==> config.mk <==
export PLATFORM = sky130hd
export DESIGN_NAME = trace_itest_regs
export DESIGN_NICKNAME = d
export VERILOG_FILES = /design/src/rtl/trace_itest_pkg.sv /design/src/rtl/itest_mode_fsm.sv /design/src/rtl/itest_ovr_regs.sv /design/src/rtl/itest_pin_mux.sv /design/src/rtl/itest_rd_mux.sv /design/src/rtl/trace_itest_regs.sv
export SDC_FILE = /design/constraint.sdc
export NUM_CORES = 1
export LEC_CHECK = 0
export BUFFER_PORTS_ARGS = -buffer_cell sky130_fd_sc_hd__buf_2
export CAP_MARGIN = 20
export CORE_AREA = 4 4 129 131
export CTS_CLUSTER_SIZE = 12
export DETAILED_ROUTE_END_ITERATION = 7
export DIE_AREA = 0 0 133 135
export GPL_ROUTABILITY_DRIVEN = 0
export PLACE_DENSITY_LB_ADDON = 0.15
export SYNTH_ARGS = -nofsm -noshare
export SYNTH_HDL_FRONTEND = slang
export SYNTH_SLANG_ARGS = --single-unit
==> constraint.sdc <==
create_clock -name clk -period 4.4 [get_ports clk]
set_input_delay 0.44 -clock clk [delete_from_list [all_inputs] [get_ports clk]]
set_output_delay 0.44 -clock clk [all_outputs]
set_load 0.03 [all_outputs]
==> src/rtl/trace_itest_pkg.sv <==
package trace_itest_pkg;

    localparam int unsigned AW    = 12;
    localparam int unsigned ID_W  = 7;
    localparam int unsigned EXT_W = 4;
    localparam int unsigned DBY_W = 3;
    localparam int unsigned IBY_W = 2;

    localparam logic [AW-1:0] OFS_MISC_OUT = 12'hEDC;
    localparam logic [AW-1:0] OFS_MISC_IN  = 12'hEE0;
    localparam logic [AW-1:0] OFS_ID       = 12'hEE4;
    localparam logic [AW-1:0] OFS_DDATA    = 12'hEE8;
    localparam logic [AW-1:0] OFS_IDATA    = 12'hEEC;
    localparam logic [AW-1:0] OFS_DIN      = 12'hEF0;
    localparam logic [AW-1:0] OFS_IIN      = 12'hEF4;
    localparam logic [AW-1:0] OFS_DOUT     = 12'hEF8;
    localparam logic [AW-1:0] OFS_IOUT     = 12'hEFC;
    localparam logic [AW-1:0] OFS_MODE     = 12'hF00;

    typedef enum logic {
        ST_FUNC  = 1'b0,
        ST_INTEG = 1'b1
    } itest_state_e;

    typedef struct packed {
        logic [EXT_W-1:0] ext;
        logic             active;
        logic [ID_W-1:0]  id;
        logic [DBY_W-1:0] dbytes;
        logic             dflush;
        logic             dvalid;
        logic [IBY_W-1:0] ibytes;
        logic             iflush;
        logic             ivalid;
    } ovr_fields_t;

    // Bus bit driven by sparse override bit k: 0 for k=0, else 8k-1
    function automatic int unsigned sparse_pos(input int unsigned k);
        return (k == 0) ? 0 : (8 * k - 1);
    endfunction

endpackage

==> src/rtl/itest_mode_fsm.sv <==
module itest_mode_fsm
    import trace_itest_pkg::*;
(
    input  logic         clk,
    input  logic         rst_n,
    input  logic         mode_wr,
    input  logic         mode_bit,
    output itest_state_e state_q
);

    itest_state_e state_d;

    always_ff @(posedge clk) begin
        if (!rst_n) state_q <= ST_FUNC;
        else        state_q <= state_d;
    end

    always_comb begin
        state_d = state_q;
        unique case (state_q)
            ST_FUNC:  if (mode_wr && mode_bit)  state_d = ST_INTEG;  // ENTER
            ST_INTEG: if (mode_wr && !mode_bit) state_d = ST_FUNC;   // LEAVE
        endcase
    end

endmodule

==> src/rtl/itest_ovr_regs.sv <==
module itest_ovr_regs
    import trace_itest_pkg::*;
#(
    parameter int unsigned DS_N = 9,
    parameter int unsigned IS_N = 5
) (
    input  logic              clk,
    input  logic              rst_n,
    input  logic              wr_en,
    input  logic [AW-1:0]     addr,
    input  logic [11:0]       wdata,
    output ovr_fields_t       fields_q,
    output logic [DS_N-1:0]   dsparse_q,
    output logic [IS_N-1:0]   isparse_q
);

    always_ff @(posedge clk) begin
        if (!rst_n) begin
            fields_q  <= '0;
            dsparse_q <= '0;
            isparse_q <= '0;
        end else if (wr_en) begin
            case (addr)
                OFS_MISC_OUT: begin
                    fields_q.ext    <= wdata[11:8];
                    fields_q.active <= wdata[5];
                end
                OFS_ID:    fields_q.id <= wdata[ID_W-1:0];
                OFS_DDATA: dsparse_q   <= wdata[DS_N-1:0];
                OFS_IDATA: isparse_q   <= wdata[IS_N-1:0];
                OFS_DOUT: begin
                    fields_q.dbytes <= wdata[8 +: DBY_W];
                    fields_q.dflush <= wdata[1];
                    fields_q.dvalid <= wdata[0];
                end
                OFS_IOUT: begin
                    fields_q.ibytes <= wdata[8 +: IBY_W];
                    fields_q.iflush <= wdata[1];
                    fields_q.ivalid <= wdata[0];
                end
                default: ;
            endcase
        end
    end

endmodule

==> src/rtl/itest_pin_mux.sv <==
module itest_pin_mux
    import trace_itest_pkg::*;
#(
    parameter int unsigned DATA_W = 64,
    parameter int unsigned INST_W = 32,
    parameter int unsigned DS_N   = DATA_W / 8 + 1,
    parameter int unsigned IS_N   = INST_W / 8 + 1
) (
    input  logic              integ,
    input  ovr_fields_t       fields,
    input  logic [DS_N-1:0]   dsparse,
    input  logic [IS_N-1:0]   isparse,
    input  logic              fn_dat_valid,
    input  logic              fn_dat_flush_rdy,
    input  logic [DBY_W-1:0]  fn_dat_bytes,
    input  logic [DATA_W-1:0] fn_dat_data,
    input  logic [ID_W-1:0]   fn_dat_id,
    input  logic              fn_ins_valid,
    input  logic              fn_ins_flush_rdy,
    input  logic [IBY_W-1:0]  fn_ins_bytes,
    input  logic [INST_W-1:0] fn_ins_data,
    input  logic [ID_W-1:0]   fn_ins_id,
    input  logic [EXT_W-1:0]  fn_ext_out,
    input  logic              fn_active,
    output logic              dat_valid_o,
    output logic              dat_flush_rdy_o,
    output logic [DBY_W-1:0]  dat_bytes_o,
    output logic [DATA_W-1:0] dat_data_o,
    output logic [ID_W-1:0]   dat_id_o,
    output logic              ins_valid_o,
    output logic              ins_flush_rdy_o,
    output logic [IBY_W-1:0]  ins_bytes_o,
    output logic [INST_W-1:0] ins_data_o,
    output logic [ID_W-1:0]   ins_id_o,
    output logic [EXT_W-1:0]  ext_out_o,
    output logic              active_o
);

    logic [DATA_W-1:0] dspread;
    logic [INST_W-1:0] ispread;

    always_comb begin
        dspread = '0;
        for (int unsigned k = 0; k < DS_N; k++) dspread[sparse_pos(k)] = dsparse[k];
    end

    always_comb begin
        ispread = '0;
        for (int unsigned k = 0; k < IS_N; k++) ispread[sparse_pos(k)] = isparse[k];
    end

    always_comb begin
        if (integ) begin
            dat_valid_o     = fields.dvalid;
            dat_flush_rdy_o = fields.dflush;
            dat_bytes_o     = fields.dbytes;
            dat_data_o      = dspread;
            dat_id_o        = {fields.id[ID_W-1:1], 1'b1};
            ins_valid_o     = fields.ivalid;
            ins_flush_rdy_o = fields.iflush;
            ins_bytes_o     = fields.ibytes;
            ins_data_o      = ispread;
            ins_id_o        = fields.id;
            ext_out_o       = fields.ext;
            active_o        = fields.active;
        end else begin
            dat_valid_o     = fn_dat_valid;
            dat_flush_rdy_o = fn_dat_flush_rdy;
            dat_bytes_o     = fn_dat_bytes;
            dat_data_o      = fn_dat_data;
            dat_id_o        = fn_dat_id;
            ins_valid_o     = fn_ins_valid;
            ins_flush_rdy_o = fn_ins_flush_rdy;
            ins_bytes_o     = fn_ins_bytes;
            ins_data_o      = fn_ins_data;
            ins_id_o        = fn_ins_id;
            ext_out_o       = fn_ext_out;
            active_o        = fn_active;
        end
    end

endmodule

==> src/rtl/itest_rd_mux.sv <==
module itest_rd_mux
    import trace_itest_pkg::*;
#(
    parameter int unsigned DS_N = 9,
    parameter int unsigned IS_N = 5
) (
    input  logic             rd,
    input  logic             integ,
    input  logic [AW-1:0]    addr,
    input  ovr_fields_t      fields,
    input  logic [DS_N-1:0]  dsparse,
    input  logic [IS_N-1:0]  isparse,
    input  logic             dat_ready_i,
    input  logic             dat_flush_valid_i,
    input  logic             ins_ready_i,
    input  logic             ins_flush_valid_i,
    input  logic             dbg_ack_i,
    input  logic             cpu_active_i,
    input  logic [EXT_W-1:0] event_i,
    output logic [31:0]      rdata
);

    always_comb begin
        rdata = '0;
        if (rd) begin
            if (addr == OFS_MODE) begin
                rdata[0] = integ;
            end else if (integ) begin
                case (addr)
                    OFS_MISC_OUT: begin
                        rdata[11:8] = fields.ext;
                        rdata[5]    = fields.active;
                    end
                    OFS_MISC_IN: begin
                        rdata[5]   = dbg_ack_i;
                        rdata[4]   = cpu_active_i;
                        rdata[3:0] = event_i;
                    end
                    OFS_ID:    rdata[ID_W-1:0] = fields.id;
                    OFS_DDATA: rdata[DS_N-1:0] = dsparse;
                    OFS_IDATA: rdata[IS_N-1:0] = isparse;
                    OFS_DIN:   rdata[1:0]      = {dat_flush_valid_i, dat_ready_i};
                    OFS_IIN:   rdata[1:0]      = {ins_flush_valid_i, ins_ready_i};
                    OFS_DOUT: begin
                        rdata[8 +: DBY_W] = fields.dbytes;
                        rdata[1:0]        = {fields.dflush, fields.dvalid};
                    end
                    OFS_IOUT: begin
                        rdata[8 +: IBY_W] = fields.ibytes;
                        rdata[1:0]        = {fields.iflush, fields.ivalid};
                    end
                    default: ;
                endcase
            end
        end
    end

endmodule

==> src/rtl/trace_itest_regs.sv <==
module trace_itest_regs
    import trace_itest_pkg::*;
#(
    parameter int unsigned DATA_W = 64,
    parameter int unsigned INST_W = 32
) (
    input  logic              clk,
    input  logic              rst_n,
    input  logic              reg_wr,
    input  logic              reg_rd,
    input  logic [11:0]       reg_addr,
    input  logic [31:0]       reg_wdata,
    output logic [31:0]       reg_rdata,
    input  logic              fn_dat_valid,
    input  logic              fn_dat_flush_rdy,
    input  logic [2:0]        fn_dat_bytes,
    input  logic [DATA_W-1:0] fn_dat_data,
    input  logic [6:0]        fn_dat_id,
    input  logic              fn_ins_valid,
    input  logic              fn_ins_flush_rdy,
    input  logic [1:0]        fn_ins_bytes,
    input  logic [INST_W-1:0] fn_ins_data,
    input  logic [6:0]        fn_ins_id,
    input  logic [3:0]        fn_ext_out,
    input  logic              fn_active,
    output logic              dat_valid_o,
    output logic              dat_flush_rdy_o,
    output logic [2:0]        dat_bytes_o,
    output logic [DATA_W-1:0] dat_data_o,
    output logic [6:0]        dat_id_o,
    output logic              ins_valid_o,
    output logic              ins_flush_rdy_o,
    output logic [1:0]        ins_bytes_o,
    output logic [INST_W-1:0] ins_data_o,
    output logic [6:0]        ins_id_o,
    output logic [3:0]        ext_out_o,
    output logic              active_o,
    input  logic              dat_ready_i,
    input  logic              dat_flush_valid_i,
    input  logic              ins_ready_i,
    input  logic              ins_flush_valid_i,
    input  logic              dbg_ack_i,
    input  logic              cpu_active_i,
    input  logic [3:0]        event_i
);

    localparam int unsigned DS_N = DATA_W / 8 + 1;
    localparam int unsigned IS_N = INST_W / 8 + 1;

    itest_state_e      state_q;
    logic              itest_on;
    logic              mode_wr;
    ovr_fields_t       fields_q;
    logic [DS_N-1:0]   dsparse_q;
    logic [IS_N-1:0]   isparse_q;
    logic              wdata_unused;

    assign itest_on     = (state_q == ST_INTEG);
    assign mode_wr      = reg_wr && (reg_addr == OFS_MODE);
    assign wdata_unused = ^reg_wdata[31:12];

    itest_mode_fsm u_fsm (
        .clk      (clk),
        .rst_n    (rst_n),
        .mode_wr  (mode_wr),
        .mode_bit (reg_wdata[0]),
        .state_q  (state_q)
    );

    itest_ovr_regs #(.DS_N(DS_N), .IS_N(IS_N)) u_regs (
        .clk       (clk),
        .rst_n     (rst_n),
        .wr_en     (reg_wr && itest_on),
        .addr      (reg_addr),
        .wdata     (reg_wdata[11:0]),
        .fields_q  (fields_q),
        .dsparse_q (dsparse_q),
        .isparse_q (isparse_q)
    );

    itest_pin_mux #(.DATA_W(DATA_W), .INST_W(INST_W), .DS_N(DS_N), .IS_N(IS_N)) u_mux (
        .integ            (itest_on),
        .fields           (fields_q),
        .dsparse          (dsparse_q),
        .isparse          (isparse_q),
        .fn_dat_valid     (fn_dat_valid),
        .fn_dat_flush_rdy (fn_dat_flush_rdy),
        .fn_dat_bytes     (fn_dat_bytes),
        .fn_dat_data      (fn_dat_data),
        .fn_dat_id        (fn_dat_id),
        .fn_ins_valid     (fn_ins_valid),
        .fn_ins_flush_rdy (fn_ins_flush_rdy),
        .fn_ins_bytes     (fn_ins_bytes),
        .fn_ins_data      (fn_ins_data),
        .fn_ins_id        (fn_ins_id),
        .fn_ext_out       (fn_ext_out),
        .fn_active        (fn_active),
        .dat_valid_o      (dat_valid_o),
        .dat_flush_rdy_o  (dat_flush_rdy_o),
        .dat_bytes_o      (dat_bytes_o),
        .dat_data_o       (dat_data_o),
        .dat_id_o         (dat_id_o),
        .ins_valid_o      (ins_valid_o),
        .ins_flush_rdy_o  (ins_flush_rdy_o),
        .ins_bytes_o      (ins_bytes_o),
        .ins_data_o       (ins_data_o),
        .ins_id_o         (ins_id_o),
        .ext_out_o        (ext_out_o),
        .active_o         (active_o)
    );

    itest_rd_mux #(.DS_N(DS_N), .IS_N(IS_N)) u_rd (
        .rd                (reg_rd),
        .integ             (itest_on),
        .addr              (reg_addr),
        .fields            (fields_q),
        .dsparse           (dsparse_q),
        .isparse           (isparse_q),
        .dat_ready_i       (dat_ready_i),
        .dat_flush_valid_i (dat_flush_valid_i),
        .ins_ready_i       (ins_ready_i),
        .ins_flush_valid_i (ins_flush_valid_i),
        .dbg_ack_i         (dbg_ack_i),
        .cpu_active_i      (cpu_active_i),
        .event_i           (event_i),
        .rdata             (reg_rdata)
    );

endmodule

==> results.sh, run 1 <==
export IMPL_swShare_pct=34.7
export IMPL_final_setup_viol_count=0
export IMPL_mappedNetlistArea_um2=3220
export IMPL_intPower_uw=684
export IMPL_drt_first_pass_iters=4
export IMPL_dp_hpwl_mm=12.1
export IMPL_worst_pin_slew_ps=1040
export IMPL_powerDensity_nw_per_um2=211
export IMPL_clock_path_buffers=2
export IMPL_slew_headroom_pct=30.1
export IMPL_dieArea_um2=18000
export IMPL_drtIter0Drc=104
export IMPL_netlist_instances=389
export IMPL_clock_fmax_mhz=309
export IMPL_yosys_warnings=0
export IMPL_wl_per_cell_um=16.3
export IMPL_start_kind="flip-flop"
export IMPL_slew_violations=0
export IMPL_wl_mm=14.4
export IMPL_skew_ps=1.81
export IMPL_crit_arrival_ps=2800
export IMPL_cts_tree="yes"
export IMPL_ir_worst_vdd_uv=135
export IMPL_wl_met3_mm=1.04
export IMPL_place_area_um2=4810
export IMPL_critical_path_class="reg -> out"
export IMPL_ant_nets=0
export IMPL_post_route_drc_count=0
export IMPL_cts_buffers=5
export IMPL_design_area_um2=4960
export IMPL_final_common_cell="buf_2"
export IMPL_htree_num_levels=2
export IMPL_dieWidth_um=133
export IMPL_rsz0062_at_grt="false"
export IMPL_coreArea_um2=15600
export IMPL_cts_clk_slew_worst_paths_ps=50
export IMPL_num_fill_cells=1737
export IMPL_synth_distinct_cells=43
export IMPL_dieHeight_um=135
export IMPL_final_nets=849
export IMPL_post_route_min_period_ps=3240
export IMPL_rows=46
export IMPL_total_power_uw=1050
export IMPL_drive_gt1_share_pct=52.1
export IMPL_postCtsResizedCells=0
export IMPL_pin_count=338
export IMPL_dp_slack_ps=1270
export IMPL_ys_seq_elements=36
export IMPL_worstRegToRegCells=4
export IMPL_cts_setup_buffers=0
export IMPL_grt_pass1_wl_mm=21.2
export IMPL_cts_sinks=36
export IMPL_ys_seq_area_share_pct=22.4
export IMPL_grt_total_usage_pct=14.9
export IMPL_vias_per_cell=4.26
export IMPL_status="finished clean"
export IMPL_synth_edf_count=0
export IMPL_hold_viol=0
export IMPL_grt_max_degree=84
export IMPL_most_common_layout_cells="buf_2, nor2b_1, mux2i_1"
export IMPL_period_share_pct=73.6
export IMPL_overflow=0
export IMPL_cp_endpoint="reg_rdata[3]"
export IMPL_p_sw_uw=363
export IMPL_io_buffers=297
export IMPL_ys_flop_type="dfxtp_1"
export IMPL_cts_hold_buf=0
export IMPL_wl_met1_mm=5.31
export IMPL_routed_via_count=3770
export IMPL_grt_pass1_vias=3816
export IMPL_initial_core_util_pct=20.7
export IMPL_r2r_end="u_regs.fields_q[17]"
export IMPL_clk_insertion_delay_late_ps=270
export IMPL_antenna_found_initial=2
export IMPL_syn_to_final_growth_pct=53.9
export IMPL_required_ps=3960
export IMPL_maxCapViolations=0
export IMPL_p_seq_share_pct=31.1
export IMPL_clock_root_buffer="clkbuf_16"
export IMPL_avgSynthCellArea_um2=8.29
export IMPL_pwr_share_clk_pct=33.9
export IMPL_synth_async_reset_ratio_pct=0
export IMPL_rrSetupSlack_ps=2150
export IMPL_p_comb_share_pct=35.1
export IMPL_tns_ps=0
export IMPL_wl_met2_mm=7.72
export IMPL_postLayoutCoreUtil_pct=31.8
export IMPL_crit_fanout=53
export IMPL_setup_slack_ps=1160
export IMPL_end_kind="output pin"
export IMPL_dr_max_layer_used="met5"
export IMPL_p_leak_uw=0.00233
export IMPL_min_path_type="in -> reg"
[registers in the layout, summed over array words and instances, names as in the netlist, named ones only]
name and count:
u_regs.isparse_q 5, u_regs.fields_q 21, u_regs.dsparse_q 9
[synth_stat cells, drive strengths merged (2+ instances only)]
cell type | number | share of area, %
nor2b | 110 | 21
mux2i | 44 | 14
dfxtp | 36 | 22
mux2 | 30 | 10
buf | 29 | 6.1
nand2 | 28 | 3.3
clkbuf | 18 | 2.1
inv | 17 | 2.0
o21ai | 12 | 1.9
nor4 | 9 | 3.5
nor2 | 8 | 0.93
nor3 | 5 | 0.93
nand3 | 4 | 0.62
a2111oi | 3 | 0.82
a221oi | 3 | 0.82
nand4b | 3 | 1.2
or2 | 3 | 0.58
a21oi | 2 | 0.31
a22oi | 2 | 0.47
a32oi | 2 | 0.54
mux4 | 2 | 1.4
nand2b | 2 | 0.39
nand4bb | 2 | 0.70
o32ai | 2 | 0.54
or4b | 2 | 0.62
[layout make-up]
class	instances	area [um2]	share of cell area (%)
multi-input cells	308	2250	45.4
repair buffers	299	1500	30.3
flip-flops and latches	36	724	14.6
well taps	216	270	5.45
clock buffers	8	146	2.95
inverters	17	63.8	1.29
diodes	1	2.50	0.0504
[through the flow]
step | hold WS (ps) | instances
after floorplan | 444 | 408
after global placement | 465 | 876
after detailed placement | 472 | 876
after CTS | 427 | 884
after global routing | 433 | 885
final | 428 | 885
[critical path, cell delays in order, from the launching register on]
cell and delay, ps:
dfxtp_4 730, nand2_1 130, or2_1 470, a2111oi_0 840, buf_2 340
[kinds of logic (layout without fill, tap and decap cells)]
kind of cell / count (synthesis) / in the layout / synth area share [%]
mux: 76 / 76 / 25.5
other cells: 1 / 21 / 0.116
buf+inv: 64 / 324 / 10.2
simple gates: 181 / 181 / 35.3
compound gates: 31 / 31 / 6.52
flops: 36 / 36 / 22.4
[power by group through the flow]
stage          clock, uW  sequential (uW)  combinational (uW)
2_1_floorplan          0              333                 238
3_5_place_dp           0              333                 369
6_report             355              325                 367
4_1_cts              364              325                 370
3_3_place_gp           0              333                 368
5_1_grt              383              325                 390
[worst min-delay path by stage]
| stage | start | end | cells past startpoint |
|---|---|---|---|
| floorplan | u_regs.fields_q[9] | u_regs.fields_q[9] | 2 |
| global placement | u_regs.fields_q[11] | u_regs.fields_q[11] | 2 |
| detailed placement | u_regs.fields_q[11] | u_regs.fields_q[11] | 2 |
| CTS | reg_wdata[6] | u_regs.fields_q[15] | 3 |
| global route | reg_wdata[7] | u_regs.dsparse_q[7] | 3 |
| finish | reg_wdata[11] | u_regs.fields_q[20] | 3 |
[routing by layer]
metal | up-vias | track usage (%)
met5 | - | 0
met1 | 1710 | 16.1
met2 | 193 | 29.0
li1 | 1844 | -
met4 | 2 | 4.50
met3 | 21 | 2.98
No activity file was read; power rests on OpenSTA's default activity.
==> run 2: changes to the inputs <==
==> constraint.sdc (replaced) <==
create_clock -name clk -period 2.8 [get_ports clk]
set_input_delay 0.28 -clock clk [delete_from_list [all_inputs] [get_ports clk]]
set_output_delay 0.28 -clock clk [all_outputs]
set_load 0.03 [all_outputs]
==> results.sh, run 2 (same netlist as run 1, synthesis figures left out) <==
export IMPL_status="finished clean"
export IMPL_total_power_uw=1620
export IMPL_rrSetupSlack_ps=1320
export IMPL_initial_core_util_pct=20.7
export IMPL_clk_insertion_delay_late_ps=280
export IMPL_cts_clk_slew_worst_paths_ps=50
export IMPL_final_nets=861
export IMPL_min_path_type="in -> reg"
export IMPL_final_setup_viol_count=0
export IMPL_p_leak_uw=0.00239
export IMPL_coreArea_um2=15600
export IMPL_maxCapViolations=0
export IMPL_required_ps=2520
export IMPL_grt_total_usage_pct=15.3
export IMPL_crit_arrival_ps=2150
export IMPL_dp_hpwl_mm=12.2
export IMPL_num_fill_cells=1673
export IMPL_place_area_um2=4900
export IMPL_overflow=0
export IMPL_grt_busiest_layer="met2"
export IMPL_routed_via_count=3779
export IMPL_most_common_layout_cells="buf_2, nor2b_1, mux2i_1"
export IMPL_pin_count=338
export IMPL_io_buffers=297
export IMPL_r2r_end="u_regs.isparse_q[0]"
export IMPL_grt_use_met3_pct=2.91
export IMPL_clock_root_buffer="clkbuf_16"
export IMPL_slew_headroom_pct=54.1
export IMPL_powerDensity_nw_per_um2=321
export IMPL_cts_tree="yes"
export IMPL_area_sequential_um2=724
export IMPL_antenna_found_initial=4
export IMPL_drt_first_pass_iters=4
export IMPL_drtIter0Drc=148
export IMPL_critical_path_class="in -> out"
export IMPL_cts_setup_buffers=0
export IMPL_cts_buffers=5
export IMPL_p_sw_uw=576
export IMPL_dp_slack_ps=391
export IMPL_postCtsResizedCells=0
export IMPL_p_seq_share_pct=31.6
export IMPL_cts_sinks=36
export IMPL_reg_top3="u_regs.fields_q (21), u_regs.dsparse_q (9), u_regs.isparse_q (5)"
export IMPL_rsz0062_at_grt="false"
export IMPL_grt_pass1_wl_mm=21.9
export IMPL_wl_mm=14.5
export IMPL_ant_nets=0
export IMPL_multi_input_area_um2=2250
export IMPL_period_share_pct=86.6
export IMPL_pwr_share_clk_pct=32.7
export IMPL_syn_to_final_growth_pct=56.3
export IMPL_cts_hold_buf=0
export IMPL_dieArea_um2=18000
export IMPL_clock_fmax_mhz=412
export IMPL_hold_viol=0
export IMPL_cp_endpoint="reg_rdata[3]"
export IMPL_ir_worst_vdd_uv=179
export IMPL_critPathMaxStageDelay_ps=530
export IMPL_dieHeight_um=135
export IMPL_worst_pin_slew_ps=689
export IMPL_skew_ps=2.38
export IMPL_post_route_drc_count=0
export IMPL_dieWidth_um=133
export IMPL_largest_reg_flops=21
export IMPL_critPathMostFrequentCell="buf_2"
export IMPL_gr_usage_met2_pct=29.0
export IMPL_intPower_uw=1040
export IMPL_slew_violations=0
export IMPL_rows=46
export IMPL_crit_start="reg_addr[5]"
export IMPL_post_route_min_period_ps=2430
export IMPL_swShare_pct=35.5
export IMPL_design_area_um2=5040
export IMPL_start_kind="primary input"
export IMPL_p_comb_share_pct=35.8
export IMPL_vias_per_cell=4.22
export IMPL_crit_fanout=7
export IMPL_wl_per_cell_um=16.2
export IMPL_end_kind="output pin"
export IMPL_setup_slack_ps=374
export IMPL_whs_path_depth=3
export IMPL_worstRegToRegCells=4
export IMPL_final_common_cell="buf_2"
export IMPL_path_cells="buf_2 > or4b_1 > nor4_1 > or2_1 > a2111oi_0 > buf_4 > buf_2"
export IMPL_slowest_stage="or4b_1"
export IMPL_clock_path_buffers=2
export IMPL_drive_gt1_share_pct=53.0
export IMPL_grt_met1_usage_pct=16.7
export IMPL_grt_pass1_vias=3932
export IMPL_grt_max_degree=76
export IMPL_htree_num_levels=2
export IMPL_regMostFlops="u_regs.fields_q"
[run 2: power by group through the flow]
stage               Sequential [uW]  Combinational (uW)  Clock (uW)
global placement                523                 580           0
CTS                             511                 584         546
global route                    511                 618         570
detailed placement              523                 582           0
floorplan                       523                 374           0
finish                          511                 579         529
[run 2: per-stage QoR]
stage / TNS (ps) / hold WS, ps / instances / util (%)
after floorplan: -547 / 422 / 408 / -
after global placement: 0 / 464 / 888 / 31.4
after detailed placement: 0 / 472 / 888 / 31.4
after CTS: 0 / 258 / 895 / 32.3
after global routing: 0 / 277 / 896 / 32.3
final: 0 / 259 / 896 / 32.3
[run 2: worst max-delay path: cells and delay by family]
kind	cells	cell delay (ps)
AO/OA/AOI/OAI	1	130
buffers and inverters	3	480
AND/OR/NAND/NOR	3	1260
[run 2: worst min-delay path by stage]
stage	startpoint	to	slack [ps]
finish	reg_wdata[11]	u_regs.fields_q[20]	260
global route	reg_wdata[11]	u_regs.fields_q[20]	280
CTS	reg_wdata[11]	u_regs.fields_q[20]	260
detailed placement	u_regs.fields_q[11]	u_regs.fields_q[11]	470
global placement	u_regs.fields_q[11]	u_regs.fields_q[11]	460
floorplan	reg_wdata[1]	u_regs.fields_q[10]	420
[run 2: final cells by class]
cell class                      instances  area share [%]
Clock inverter                          1          0.0993
Timing Repair Buffer                  311            31.6
Multi-Input combinational cell        308            44.7
Sequential cell                        36            14.4
Tap cell                              216            5.36
Inverter                               17            1.27
Antenna cell                            1          0.0497
Clock buffer                            6            2.56
[run 2: per-layer routing]
metal  vias to the layer above  routed length [um]  part of all wire (%)
met5                         -                  41                  0.28
met2                       175                7510                    52
met4                         6                 558                   3.8
li1                       1861                   -                     -
met3                        35                 896                   6.2
met1                      1702                5490                    38
